## src/rtl/vfd_scan_pkg.sv

```systemverilog
package vfd_scan_pkg;

    typedef enum logic [1:0] {
        LM_NORMAL = 2'd0,
        LM_DARK   = 2'd1,
        LM_BRIGHT = 2'd2
    } light_mode_e;

endpackage

```

## src/rtl/vfd_duty_clamp.sv

```systemverilog
module vfd_duty_clamp #(
    parameter int SLOT_W   = 10,
    parameter int DUTY_CAP = 960
) (
    input  logic [SLOT_W-1:0] duty_i,
    output logic [SLOT_W:0]   on_time_o
);
    localparam logic [SLOT_W:0] CAP = (SLOT_W+1)'(DUTY_CAP);

    logic [SLOT_W:0] wide;

    always_comb begin
        wide      = {1'b0, duty_i};
        on_time_o = (wide >= CAP) ? CAP : wide;
    end
endmodule

```

## src/rtl/vfd_digit_span.sv

```systemverilog
module vfd_digit_span #(
    parameter int NUM_GRID    = 20,
    parameter int CODE_W      = 4,
    parameter int CODE_OFFSET = 4,
    parameter int IDX_W       = 5
) (
    input  logic [CODE_W-1:0] code_i,
    output logic [IDX_W-1:0]  last_idx_o
);
    localparam logic [IDX_W-1:0] FULL_LAST = IDX_W'(NUM_GRID - 1);
    localparam logic [IDX_W-1:0] BIAS      = IDX_W'(CODE_OFFSET - 1);

    always_comb begin
        if (code_i == '0) last_idx_o = FULL_LAST;
        else              last_idx_o = IDX_W'(code_i) + BIAS;
    end
endmodule

```

## src/rtl/vfd_grid_onehot.sv

```systemverilog
module vfd_grid_onehot #(
    parameter int NUM_GRID = 20,
    parameter int IDX_W    = 5
) (
    input  logic [IDX_W-1:0]    idx_i,
    input  logic                en_i,
    output logic [NUM_GRID-1:0] grid_o
);
    for (genvar g = 0; g < NUM_GRID; g++) begin : g_grid
        assign grid_o[g] = en_i && (idx_i == IDX_W'(g));
    end
endmodule

```

## src/rtl/vfd_grid_scan.sv

```systemverilog
module vfd_grid_scan
    import vfd_scan_pkg::*;
#(
    parameter int NUM_GRID    = 20,
    parameter int SLOT_W      = 10,
    parameter int DUTY_CAP    = 960,
    parameter int CODE_W      = 4,
    parameter int CODE_OFFSET = 4,
    parameter int IDX_W       = $clog2(NUM_GRID)
) (
    input  logic                clk,
    input  logic                rst_n,
    input  logic [SLOT_W-1:0]   duty_i,
    input  logic [CODE_W-1:0]   digit_code_i,
    input  logic                light_wr_i,
    input  logic                light_h_i,
    input  logic                light_l_i,
    input  logic                standby_req_i,
    input  logic                sel_n_i,
    output logic [NUM_GRID-1:0] grid_o,
    output logic [IDX_W-1:0]    digit_idx_o,
    output logic                seg_pass_o,
    output logic                seg_force_o,
    output logic                osc_run_o
);
    localparam logic [SLOT_W-1:0] SLOT_LAST = '1;
    localparam logic [IDX_W-1:0]  RST_LAST  = IDX_W'(NUM_GRID - 1);

    typedef struct packed {
        logic [SLOT_W-1:0] cnt;
        logic [IDX_W-1:0]  idx;
        logic [IDX_W-1:0]  last;
        light_mode_e       mode;
        logic              stby;
        logic              sel_prev;
    } scan_state_t;

    scan_state_t st_d, st_q;
    logic [SLOT_W:0]   on_time;
    logic [IDX_W-1:0]  span_last;
    logic              sel_fall;
    logic              lit;

    vfd_duty_clamp #(.SLOT_W(SLOT_W), .DUTY_CAP(DUTY_CAP)) u_clamp (
        .duty_i    (duty_i),
        .on_time_o (on_time)
    );

    vfd_digit_span #(
        .NUM_GRID(NUM_GRID), .CODE_W(CODE_W),
        .CODE_OFFSET(CODE_OFFSET), .IDX_W(IDX_W)
    ) u_span (
        .code_i     (digit_code_i),
        .last_idx_o (span_last)
    );

    always_comb begin
        st_d          = st_q;
        st_d.sel_prev = sel_n_i;
        sel_fall      = st_q.sel_prev && !sel_n_i;
        if (st_q.stby) begin
            if (sel_fall) begin
                st_d.stby = 1'b0;
                st_d.mode = LM_DARK;
                st_d.cnt  = '0;
                st_d.idx  = '0;
            end
        end else if (standby_req_i) begin
            st_d.stby = 1'b1;
            st_d.cnt  = '0;
            st_d.idx  = '0;
        end else begin
            if (light_wr_i) begin
                if (light_h_i)      st_d.mode = LM_BRIGHT;
                else if (light_l_i) st_d.mode = LM_DARK;
                else                st_d.mode = LM_NORMAL;
            end
            if (st_q.cnt == SLOT_LAST) begin
                st_d.cnt = '0;
                if (st_q.idx == st_q.last) begin
                    st_d.idx  = '0;
                    st_d.last = span_last;
                end else begin
                    st_d.idx = st_q.idx + 1'b1;
                end
            end else begin
                st_d.cnt = st_q.cnt + 1'b1;
            end
        end
    end

    always_ff @(posedge clk or negedge rst_n) begin
        if (!rst_n) begin
            st_q          <= '0;
            st_q.last     <= RST_LAST;
            st_q.mode     <= LM_DARK;
            st_q.sel_prev <= 1'b1;
        end else begin
            st_q <= st_d;
        end
    end

    assign lit = !st_q.stby && ({1'b0, st_q.cnt} < on_time);

    vfd_grid_onehot #(.NUM_GRID(NUM_GRID), .IDX_W(IDX_W)) u_grid (
        .idx_i  (st_q.idx),
        .en_i   (lit),
        .grid_o (grid_o)
    );

    assign digit_idx_o = st_q.idx;
    assign seg_pass_o  = lit && (st_q.mode == LM_NORMAL);
    assign seg_force_o = lit && (st_q.mode == LM_BRIGHT);
    assign osc_run_o   = !st_q.stby;
endmodule

```

## config.mk

```make
export PLATFORM = sky130hd
export DESIGN_NAME = vfd_grid_scan
export DESIGN_NICKNAME = d
export VERILOG_FILES = /design/src/rtl/vfd_scan_pkg.sv /design/src/rtl/vfd_duty_clamp.sv /design/src/rtl/vfd_digit_span.sv /design/src/rtl/vfd_grid_onehot.sv /design/src/rtl/vfd_grid_scan.sv
export SDC_FILE = /design/constraint.sdc
export NUM_CORES = 1
export LEC_CHECK = 0
export BUFFER_PORTS_ARGS = -buffer_cell sky130_fd_sc_hd__buf_2
export CORE_ASPECT_RATIO = 0.9
export CORE_MARGIN = 5
export CORE_UTILIZATION = 40
export DETAILED_ROUTE_END_ITERATION = 8
export GPL_ROUTABILITY_DRIVEN = 0
export GPL_TIMING_DRIVEN = 1
export PLACE_DENSITY = 0.67
export SYNTH_ARGS = -nofsm -noshare
export SYNTH_HDL_FRONTEND = slang
export SYNTH_SLANG_ARGS = --single-unit
```

## constraint.sdc

```tcl
create_clock -name clk -period 2.4 [get_ports clk]
set_input_delay 0.12 -clock clk [delete_from_list [all_inputs] [get_ports clk]]
set_output_delay 0.12 -clock clk [all_outputs]
set_load 0.01 [all_outputs]
```

==> impl_metrics.py <==
metrics = {
    "placed_design": {
        "io_buffers": 48,
        "dpl_cell_area_mm2": 0.002203,
        "dp_cells": 324,
        "dp_hpwl_mm": 3.596,
    },
    "global_route": {
        "grt_max_degree": 25,
        "grt_antenna_before_repair": 0,
        "overflow": 0,
        "grt_usage": 0.1557,
        "grt_pass1_vias": 1649,
        "grt_pass1_wl_mm": 7.583,
    },
    "routing": {
        "vias": 1732,
        "first_pass_iters": 4,
        "wirelength_mm": 4.575,
        "post_drt_wl_per_cell_um": 13.82,
        "via_per_inst": 5.233,
        "detail-route-antenna-nets": 0,
        "drtIter0Drc": 69,
        "remaining_drc_errors": 0,
    },
    "synthesis": {
        "async_reset_ff_frac": 1.000,
        "yosysSeqAreaShare": 0.3185,
        "synth_top_family_by_area": "simple AND/OR/NAND/NOR gates",
        "ys_seq_elements": 24,
        "ys_types": 47,
        "synth_xor_area_frac": 0.05515,
        "ys_warn_count": 0,
        "synth_mux_area_frac": 0.03677,
        "synth_area_mm2": 0.001906,
        "syn_nets": 259,
        "netlist_instances": 222,
        "ys.flop_type": "dfrtp_1",
        "avgSynthCellArea_um2": 8.584,
        "synthSimpleGateAreaFrac": 0.2699,
        "synth_edf_count": 0,
        "synth_compound_area_frac": 0.1385,
        "synth_adder_area_share": 0.1051,
    },
    "sta": {
        "max_slew_margin": 0.5979,
        "maxSlewViolCount": 0,
        "final_hold_viol_count": 0,
        "fmax_mhz": 435.5,
        "min_period_ps": 2296,
        "finalCritPeriodShare": 0.9567,
        "skew_ps": 2.884,
        "tightest_slew_ps": 600.9,
        "setup_violations": 0,
        "setup-tns-final_ps": 0,
    },
    "finish": {
        "antenna_cells": 0,
        "fin_nets": 307,
        "layout_commonest_cell": "buf_2",
        "syn2layout_area_growth_pct": 22.72,
        "final_area_mm2": 0.002338,
        "drive_above_1_share": 0.3086,
        "final_cell_mix": "48 x buf_2, 24 x nand2_1, 19 x dfrtp_1, 16 x inv_1, 16 x ha_1",
        "instances_no_fill": 331,
    },
    "cts": {
        "cts_tree": "done",
        "root_buffer": "clkbuf_8",
        "htree_levels": 1,
        "cts_sinks": 24,
        "path_clk_slew_ps": 80,
        "cts_max_path_buffers": 2,
        "insertion_delay_ps": 260,
        "cts_buffers": 3,
    },
    "worst_setup_path": {
        "ff2ff_setup_slack_ps": 270,
        "rr_endpoint": "st_q[7]",
        "reg2reg_depth": 5,
        "cp.arrival_ps": 2180,
        "crit_type": "flip-flop to output port",
        "critPathMaxFanout": 21,
        "worstReg2RegStart": "st_q[15]",
        "worstSetupEndpointType": "output port",
        "cp.required_ps": 2280,
        "start_kind": "flip-flop",
    },
    "power_and_ir_drop": {
        "leakage_nw": 1.109,
        "vdd_drop_max_v": 0.0002540,
        "finalPower_w": 0.0009432,
        "p_per_area_mw_per_mm2": 403.3,
    },
    "hold_path": {
        "min_delay_path_depth": 2,
        "hp-class": "input pin to flip-flop",
        "hold_start": "light_h_i",
        "hold_path_end": "st_q[3]",
    },
    "die": {
        "die_w_um": 82.76,
        "core_mm2": 0.004547,
        "initial_core_util": 0.4191,
        "pin_count": 49,
        "die_y_um": 75.48,
        "dieArea_mm2": 0.006246,
        "rows": 23,
    },
    "run": {
        "cap_viol_max_count": 0,
    },
    "status": {
        "outcome": "completed",
    },
}
## worst max-delay path, stage by stage, from the launching register on
cell and delay (ps):
dfrtp_1 390, ha_1 320, a21o_1 200, a211oi_2 220, o21ai_1 90, buf_4 210, nor4_1 300, buf_2 190
## Yosys cell counts (all sizes together), types with 2 or more instances
library cell,number,area [um2]
nand4,4,25.02
xnor2,12,105.1
ha,16,200.2
and3,2,13.77
nand2,24,90.09
nor2,14,68.82
nand3,10,50.05
nor4,11,68.82
dfrtp,19,475.5
dfstp,5,131.4
buf,8,58.81
nor4b,2,17.52
nor3,8,40.04
a211oi,4,30.03
o21ai,15,75.07
inv,16,60.06
mux2,4,60.06
o22ai,2,12.51
nand3b,3,22.52
a2111oi,3,32.53
nor2b,2,12.51
clkbuf,7,26.28
or2,2,12.51
a21oi,6,30.03
nor3b,2,15.01
and4,3,31.28
nand2b,3,18.77
and2,2,12.51
## state kept, by name, indices dropped and copies added (netlist names)
name and flops:
st_q 19, digit_idx_o 5
## stage by stage
| stage | util | worst slack [ps] | hold slack [ps] |
|---|---|---|---|
| after floorplan | - | 358.5 | -175.6 |
| after global placement | 0.4846 | 336.4 | 134.8 |
| after detailed placement | 0.4846 | 304.4 | 134.9 |
| after CTS | 0.5047 | 23.49 | 116.6 |
| after global routing | 0.5143 | -22.09 | 118.8 |
| final | 0.5143 | 103.8 | 121.6 |
## logic make-up (layout without fill, tap and decap cells)
logic type | after synthesis | count (layout)
buffers and inverters | 31 | 78
adder cells (fa/ha/maj) | 16 | 16
AND/OR/NAND/NOR | 94 | 94
AO/OA/AOI/OAI | 40 | 40
multiplexers | 5 | 5
XOR/XNOR | 12 | 12
flip-flops | 24 | 24
## what timing repair did
action,in CTS,in global routing
setup buffers,0,1
hold buffers,2,0
endpoints found under the setup margin,0,20
resized for setup,0,6
hold endpoints to repair,20,0
## how the worst max path moves through the flow
stage	start	endpoint	slack, ps	cells after the start
2_1_floorplan	st_q[22]	seg_force_o	360	6
3_3_place_gp	st_q[15]	st_q[7]	340	5
3_5_place_dp	st_q[15]	st_q[7]	300	5
4_1_cts	st_q[22]	grid_o[2]	20	7
5_1_grt	st_q[20]	grid_o[10]	-20	7
6_report	st_q[22]	grid_o[10]	100	7
## report_power, final
part | leakage (nW) | switching [W] | total [W] | internal (W)
Combinational | 0.760 | 0.0000916 | 0.000152 | 0.0000608
Clock | 0.0357 | 0.000128 | 0.000350 | 0.000223
Sequential | 0.312 | 0.0000189 | 0.000440 | 0.000422
Total | 1.11 | 0.000238 | 0.000943 | 0.000705
## metal layers
metal,routed length (um),vias to the layer above,global-route usage,share of wire
li1,-,888,-,-
met3,403,4,0.01773,0.088
met5,0,-,0,0
met2,1958,54,0.2393,0.43
met1,2153,786,0.2291,0.47
met4,61,0,0.04900,0.013
## cell type report
cell class	count	area, um2
fill	457	2208
inverter	16	60.06
multi-input combinational	167	1202
sequential	24	606.8
tap	62	77.57
clock buffer	3	41.29
clock inverter	1	30.03
timing repair buffer	58	320.3
(Power assumes the default switching activity.)
